$ cat config.mk
export PLATFORM = sky130hd
export DESIGN_NAME = scl_sda_timer
export DESIGN_NICKNAME = d
export VERILOG_FILES = /design/src/rtl/scl_dly_pkg.sv /design/src/rtl/scl_dly_cfg.sv /design/src/rtl/scl_gen.sv /design/src/rtl/sda_place.sv /design/src/rtl/scl_sda_timer.sv
export SDC_FILE = /design/constraint.sdc
export NUM_CORES = 1
export LEC_CHECK = 0
export BUFFER_PORTS_ARGS = -buffer_cell sky130_fd_sc_hd__buf_2
export CELL_PAD_IN_SITES_DETAIL_PLACEMENT = 2
export CELL_PAD_IN_SITES_GLOBAL_PLACEMENT = 2
export CORE_ASPECT_RATIO = 1.2
export CORE_MARGIN = 1
export CORE_UTILIZATION = 38
export DETAILED_ROUTE_END_ITERATION = 16
export PLACE_DENSITY = 0.85
export SLEW_MARGIN = 20
export SYNTH_ARGS = -nofsm -noshare
export SYNTH_HDL_FRONTEND = slang
export SYNTH_SLANG_ARGS = --single-unit
$ cat constraint.sdc
create_clock -name clk_i -period 4 [get_ports clk_i]
set_clock_uncertainty 0.15 [all_clocks]
set_input_delay 0.2 -clock clk_i [delete_from_list [all_inputs] [get_ports clk_i]]
set_output_delay 0.2 -clock clk_i [all_outputs]
set_load 0.01 [all_outputs]
$ cat src/rtl/scl_dly_pkg.sv
package scl_dly_pkg;
  localparam int unsigned DIV_W   = 8;
  localparam int unsigned DLY_W   = 6;
  localparam int unsigned HOLD_MARGIN = 9;
endpackage

$ cat src/rtl/scl_dly_cfg.sv
module scl_dly_cfg #(
  parameter int unsigned DIV_W = 8,
  parameter int unsigned DLY_W = 6,
  parameter int unsigned MARGIN = 9,
  localparam int unsigned W = DIV_W + 2
) (
  input  logic [DIV_W-1:0] div_i,
  input  logic [DLY_W-1:0] hold_i,
  input  logic [DLY_W-1:0] setup_i,
  output logic [W-1:0]     half_o,
  output logic [W-1:0]     pos_o,
  output logic             err_o
);
  logic [W-1:0] hold_w, setup_w, hold_lim, setup_lim, hold_eff, setup_eff;

  always_comb begin
    hold_w   = W'(hold_i);
    setup_w  = W'(setup_i);
    half_o   = (W'(div_i) + W'(1)) << 1;
    hold_lim = (half_o >= W'(MARGIN)) ? half_o - W'(MARGIN) : '0;
    hold_eff = (hold_w > hold_lim) ? hold_lim : hold_w;
    // setup may only fill what hold leaves of the low phase
    setup_lim = half_o - W'(1) - hold_eff;
    setup_eff = (setup_w > setup_lim) ? setup_lim : setup_w;
    pos_o     = hold_eff + setup_eff;
    err_o     = (hold_w > hold_lim) || (setup_w > setup_lim);
  end
endmodule

$ cat src/rtl/scl_gen.sv
module scl_gen #(
  parameter int unsigned W = 10
) (
  input  logic         clk_i,
  input  logic         rst_ni,
  input  logic [W-1:0] half_d_i,
  output logic         wrap_o,
  output logic [W-1:0] cnt_o,
  output logic [W-1:0] half_o,
  output logic         scl_o
);
  logic         run_q;
  logic [W-1:0] cnt_q, half_q, last;

  assign last   = (half_q << 1) - W'(1);
  assign wrap_o = !run_q || (cnt_q == last);
  assign cnt_o  = cnt_q;
  assign half_o = half_q;
  assign scl_o  = !run_q || (cnt_q >= half_q);

  always_ff @(posedge clk_i or negedge rst_ni) begin
    if (!rst_ni) begin
      run_q  <= 1'b0;
      cnt_q  <= '0;
      half_q <= W'(2);
    end else if (wrap_o) begin
      run_q  <= 1'b1;
      cnt_q  <= '0;
      half_q <= half_d_i;
    end else begin
      cnt_q  <= cnt_q + W'(1);
    end
  end

  assert_rise_at_half_R2: assert property (@(posedge clk_i) disable iff (!rst_ni)
    $rose(scl_o) |-> (cnt_q == half_q));
  assert_fall_at_start_R2: assert property (@(posedge clk_i) disable iff (!rst_ni)
    $fell(scl_o) |-> (cnt_q == '0));
  assert_cnt_bound_R2: assert property (@(posedge clk_i) disable iff (!rst_ni)
    run_q |-> (cnt_q <= last));
endmodule

$ cat src/rtl/sda_place.sv
module sda_place #(
  parameter int unsigned W = 10
) (
  input  logic         clk_i,
  input  logic         rst_ni,
  input  logic         wrap_i,
  input  logic [W-1:0] cnt_i,
  input  logic [W-1:0] half_i,
  input  logic         scl_i,
  input  logic [W-1:0] pos_d_i,
  input  logic         err_d_i,
  input  logic         bit_i,
  output logic         sda_o,
  output logic         err_o
);
  logic [W-1:0] pos_q;
  logic         bit_q, sda_q, err_q;

  assign sda_o = sda_q;
  assign err_o = err_q;

  always_ff @(posedge clk_i or negedge rst_ni) begin
    if (!rst_ni) begin
      pos_q <= '0;
      bit_q <= 1'b1;
      sda_q <= 1'b1;
      err_q <= 1'b0;
    end else if (wrap_i) begin
      pos_q <= pos_d_i;
      bit_q <= bit_i;
      err_q <= err_d_i;
      if (pos_d_i == '0) sda_q <= bit_i;
    end else if (cnt_i + W'(1) == pos_q) begin
      sda_q <= bit_q;
    end
  end

  assert_pos_in_low_R3: assert property (@(posedge clk_i) disable iff (!rst_ni)
    !wrap_i |-> (pos_q < half_i));
  assert_sda_quiet_high_R8: assert property (@(posedge clk_i) disable iff (!rst_ni)
    !$stable(sda_o) |-> !scl_i);
  assert_err_steady_R6: assert property (@(posedge clk_i) disable iff (!rst_ni)
    (!wrap_i && $past(!wrap_i)) |-> $stable(err_o));
endmodule

$ cat src/rtl/scl_sda_timer.sv
module scl_sda_timer
  import scl_dly_pkg::*;
#(
  parameter int unsigned DW = DIV_W,
  parameter int unsigned LW = DLY_W,
  localparam int unsigned W = DW + 2
) (
  input  logic          clk_i,
  input  logic          rst_ni,
  input  logic [DW-1:0] div_i,
  input  logic [LW-1:0] hold_dly_i,
  input  logic [LW-1:0] setup_dly_i,
  input  logic          sda_bit_i,
  output logic          scl_o,
  output logic          sda_o,
  output logic          dly_err_o
);
  logic [W-1:0] half_d, pos_d, cnt, half_q;
  logic         err_d, wrap;

  scl_dly_cfg #(.DIV_W(DW), .DLY_W(LW), .MARGIN(HOLD_MARGIN)) u_cfg (
    .div_i(div_i), .hold_i(hold_dly_i), .setup_i(setup_dly_i),
    .half_o(half_d), .pos_o(pos_d), .err_o(err_d)
  );

  scl_gen #(.W(W)) u_gen (
    .clk_i(clk_i), .rst_ni(rst_ni), .half_d_i(half_d),
    .wrap_o(wrap), .cnt_o(cnt), .half_o(half_q), .scl_o(scl_o)
  );

  sda_place #(.W(W)) u_sda (
    .clk_i(clk_i), .rst_ni(rst_ni), .wrap_i(wrap), .cnt_i(cnt),
    .half_i(half_q), .scl_i(scl_o), .pos_d_i(pos_d), .err_d_i(err_d),
    .bit_i(sda_bit_i), .sda_o(sda_o), .err_o(dly_err_o)
  );
endmodule

==> results of run 1 <==
[stage by stage]
stage,std cells,TNS (ns),instance area (sq um)
floorplan,429,-18.82,3760
global placement,651,-22.33,4680
detailed placement,651,-30.65,4680
[cell families after synthesis]
logic type	Yosys count	synth area share (%)
compound gates	93	17.1
xor+xnor	50	12.5
fa+ha+maj	44	15.6
buf+inv	57	6.02
flops	33	22.9
mux	31	9.55
other cells	2	0.208
simple gates	111	16.1
==> results.py, run 1 <==
metrics = {
    "clock_tree": {
        "postCtsHoldBufs": 1,
        "cts_sinks": 33,
        "root_buffer": "clkbuf_8",
        "cts_setup_buffers": 15,
        "cts_resized": 55,
        "h-tree-depth": 2,
        "clk_path_buf_depth": 2,
        "numCtsBuffers": 5,
    },
    "synthesis": {
        "yosysTopAreaCell": "dfrtp_1",
        "yosysWarnings": 0,
        "syn_inst": 421,
        "syn_area_sq_um": 3620,
        "synth_top_cells_by_count": "ha_1, inv_1, nor2_1",
        "ys_seq_elements": 33,
        "yosysSeqAreaShare_pct": 22.9,
        "synth_top_area_share_pct": 20.8,
        "synthFlopType": "dfrtp_1",
        "synth_async_sr_flop_share_pct": 100,
        "syn_area_per_cell_sq_um": 8.59,
        "synth.most_common_cell": "ha_1",
        "synth_edf_count": 0,
        "yosys-top-cells-area": "dfrtp_1, ha_1, xnor2_1",
        "synth_cell_types": 58,
    },
    "place": {
        "io_buffers": 25,
        "hpwl_um": 12400,
        "gp_congestion": 0.875,
        "detailedPlace.worstSlack_ns": -4.48,
    },
    "die": {
        "start_util_pct": 39.6,
        "rows": 38,
        "die_y_um": 109,
        "fp.dieW_um": 91.1,
        "ioPinCount": 26,
    },
    "status": {
        "firstError": "[ERROR DPL-0033] detailed placement checks failed during check placement.",
        "status": "did not finish",
        "flow.stopped_at": "4_1_cts",
    },
}
==> run 2: changes to the inputs <==
--- a/config.mk
+++ b/config.mk
@@ -6,13 +6,10 @@
 export NUM_CORES = 1
 export LEC_CHECK = 0
 export BUFFER_PORTS_ARGS = -buffer_cell sky130_fd_sc_hd__buf_2
-export CELL_PAD_IN_SITES_DETAIL_PLACEMENT = 2
-export CELL_PAD_IN_SITES_GLOBAL_PLACEMENT = 2
-export CORE_ASPECT_RATIO = 1.2
 export CORE_MARGIN = 1
-export CORE_UTILIZATION = 38
+export CORE_UTILIZATION = 40
 export DETAILED_ROUTE_END_ITERATION = 16
-export PLACE_DENSITY = 0.85
+export PLACE_DENSITY_LB_ADDON = 0.15
 export SLEW_MARGIN = 20
 export SYNTH_ARGS = -nofsm -noshare
 export SYNTH_HDL_FRONTEND = slang
==> run 2 against run 1 <==
The flow now finishes, with violations (setup timing). Synthesized cell count stayed put. Area after synthesis unchanged.
==> results.py, run 2 <==
metrics = {
    "finish": {
        "seqCellArea_sq_um": 830,
        "num-fill-cells": 760,
        "layout_common_cells": "buf_4, inv_1, ha_1, nor2_1, dfrtp_1",
        "multi_input_comb_area_sq_um": 3010,
        "fin_nets": 637,
        "final_layout_size_suffix_gt1_share_pct": 40.5,
        "antennaDiodeCount": 0,
        "layout_commonest_cell": "buf_4",
        "area_delta_synth_final_pct": 47.9,
    },
    "grt": {
        "use_met1_pct": 27.1,
        "use_met3_pct": 2.52,
        "grt_max_degree": 42,
        "globalRouteTotalUtil_pct": 20.9,
        "antenna_found_initial": 0,
        "grt_pass1_vias": 3518,
        "grt-busiest-layer": "met2",
        "grt_pass1_wl_um": 16300,
        "gr-total-overflow": 0,
        "met2_usage_pct": 35.5,
    },
    "status": {
        "status": "finished with violations",
        "violations": "setup timing",
    },
    "sta": {
        "max_freq_mhz": 138,
        "timing.hold.ws_ns": 0.0289,
        "setup-violations-final": 9,
        "finalCritPeriodShare_pct": 181,
        "rsz0062_at_grt": "yes",
        "relSlewSlack_pct": 51.6,
        "final_max_slew_viol_count": 0,
        "layout_min_cycle_time_ns": 7.25,
        "hold_viol": 0,
        "tightest_slew_ns": 0.726,
        "fin_ws_ns": -3.25,
    },
    "power": {
        "ir_worst_vdd_v": 0.000153,
        "p_per_area_nw_per_um2": 284,
        "p_leak_nw": 2.61,
    },
    "die": {
        "ioPinCount": 26,
        "core_area_sq_um": 8720,
        "fp.dieW_um": 97.1,
        "rows": 34,
        "fp.dieArea_sq_um": 9420,
        "start_util_pct": 41.5,
        "die_y_um": 97.1,
    },
    "place": {
        "detailedPlace.worstSlack_ns": -3.63,
        "gp_congestion": 0.863,
        "hpwl_um": 6980,
        "io_buffers": 25,
    },
    "clock_tree": {
        "clk-insertion-delay-late_ns": 0.28,
        "cts_sinks": 33,
        "clk_pin_slew_worst_paths_ns": 0.07,
        "root_buffer": "clkbuf_8",
        "numCtsBuffers": 5,
        "clk_path_buf_depth": 2,
        "cts_tree": "done",
        "h-tree-depth": 2,
    },
    "setup_path": {
        "path_buf_inv": 2,
        "slowest_delay_ns": 0.45,
        "cp.required_ns": 4.06,
        "critPathSlowestCell": "or4_4",
        "worstPathArrival_ns": 7.31,
        "startpoint_type": "input pin",
        "cpLargestDelayFamily": "simple AND/OR/NAND/NOR gates",
        "end_kind": "flop",
        "path_class": "input pin to flop",
        "crit_path_max_fanout": 6,
    },
    "synthesis": {
        "synth.most_common_cell": "ha_1",
        "yosysSeqAreaShare_pct": 22.9,
        "synthFlopType": "dfrtp_1",
        "synth_async_sr_flop_share_pct": 100,
        "synth_top_area_share_pct": 20.8,
        "synth_cell_types": 58,
        "syn_inst": 421,
        "yosys-top-cells-area": "dfrtp_1, ha_1, xnor2_1",
        "synth_top_cells_by_count": "ha_1, inv_1, nor2_1",
        "syn_area_sq_um": 3620,
        "yosysTopAreaCell": "dfrtp_1",
        "syn_area_per_cell_sq_um": 8.59,
        "ys_seq_elements": 33,
        "yosysWarnings": 0,
        "synth_edf_count": 0,
    },
    "routing": {
        "ant_nets": 0,
        "wire_per_inst_um": 14.3,
        "num_vias": 3484,
        "wl_um": 9720,
        "drtIter0Drc": 132,
        "first_pass_iters": 4,
        "viasPerCell": 5.13,
        "route.detailed.drc": 0,
    },
    "job": {
        "cap_violations": 0,
    },
    "worst_hold_path": {
        "hp-class": "input pin to flop",
    },
}
run 2: cell counts after synthesis:
No cell type changed its count.
run 2: per-stage QoR:
stage / cells / power, mW / utilization (%) / cell area (sq um) / setup TNS (ns)
floorplan: 429 / 0.849 / - / 3760 / -18.82
global placement: 633 / 1.09 / 52.9 / 4610 / -22.44
detailed placement: 633 / 1.10 / 52.9 / 4610 / -23.40
CTS: 674 / 1.46 / 59.5 / 5190 / -18.73
global route: 679 / 1.64 / 61.3 / 5350 / -21.88
finish: 679 / 1.52 / 61.3 / 5350 / -19.86
run 2: cells by family (layout without fill, tap and decap cells):
group           count (synthesis)  after routing  synth area share [%]
mux                            31             31                  9.55
buf+inv                        57            199                  6.02
fa+ha+maj                      44             44                  15.6
xor+xnor                       50             50                  12.5
simple gates                  111            111                  16.1
compound gates                 93             93                  17.1
flops                          33             33                  22.9
other cells                     2             10                 0.208
run 2: what timing repair did:
item | in CTS | in global routing
setup buffers | 32 | 6
endpoints found under the hold margin | 31 | 0
hold buffers | 2 | 0
gates resized for setup | 44 | 23
endpoints found under the setup margin | 9 | 9
pin swaps | 13 | 12
run 2: metal layers:
metal,wire length (um),part of all wire (%)
met2,4700,48
met5,0,0
met4,267,2.7
met3,223,2.3
met1,4530,47
run 2: cell type report:
class,count,share of cell area [%]
inverters,40,2.81
flip-flops and latches,33,15.5
clock inverters,3,0.328
repair buffers,151,21.2
well taps,108,2.53
multi-input cells,339,56.3
clock buffers,5,1.29
run 2: report_power, final:
group          switching, mW  leakage [nW]  internal [mW]  total, mW
registers             0.0531         0.405          0.382      0.435
clock network          0.121        0.0439          0.120      0.241
logic                  0.374          2.16          0.471      0.845
run 2: worst reg2reg max path, stage by stage (launching register included):
cell,delay (ns)
dfstp_2,0.66
inv_1,0.08
ha_1,0.29
o21ba_1,0.20
a221oi_1,0.29
a41oi_1,0.11
o41ai_4,0.47
buf_4,0.50
mux2_2,0.40
run 2: worst paths after layout:
path	cells past startpoint	slack, ns	end	startpoint
min in group asynchronous	2	0.36	u_gen.half_o[3]	rst_ni
hold reg to reg	1	0.37	u_gen.cnt_o[0]	u_gen.cnt_o[0]
hold / removal	3	0.03	u_gen.half_o[1]	div_i[0]
setup / recovery	36	-3.25	u_sda.sda_o	div_i[0]
max in group asynchronous	2	2.88	u_gen.cnt_o[1]	rst_ni
setup reg to reg	8	0.75	u_sda.pos_q[9]	u_gen.half_o[1]
Power figures use the tool's default switching activity.
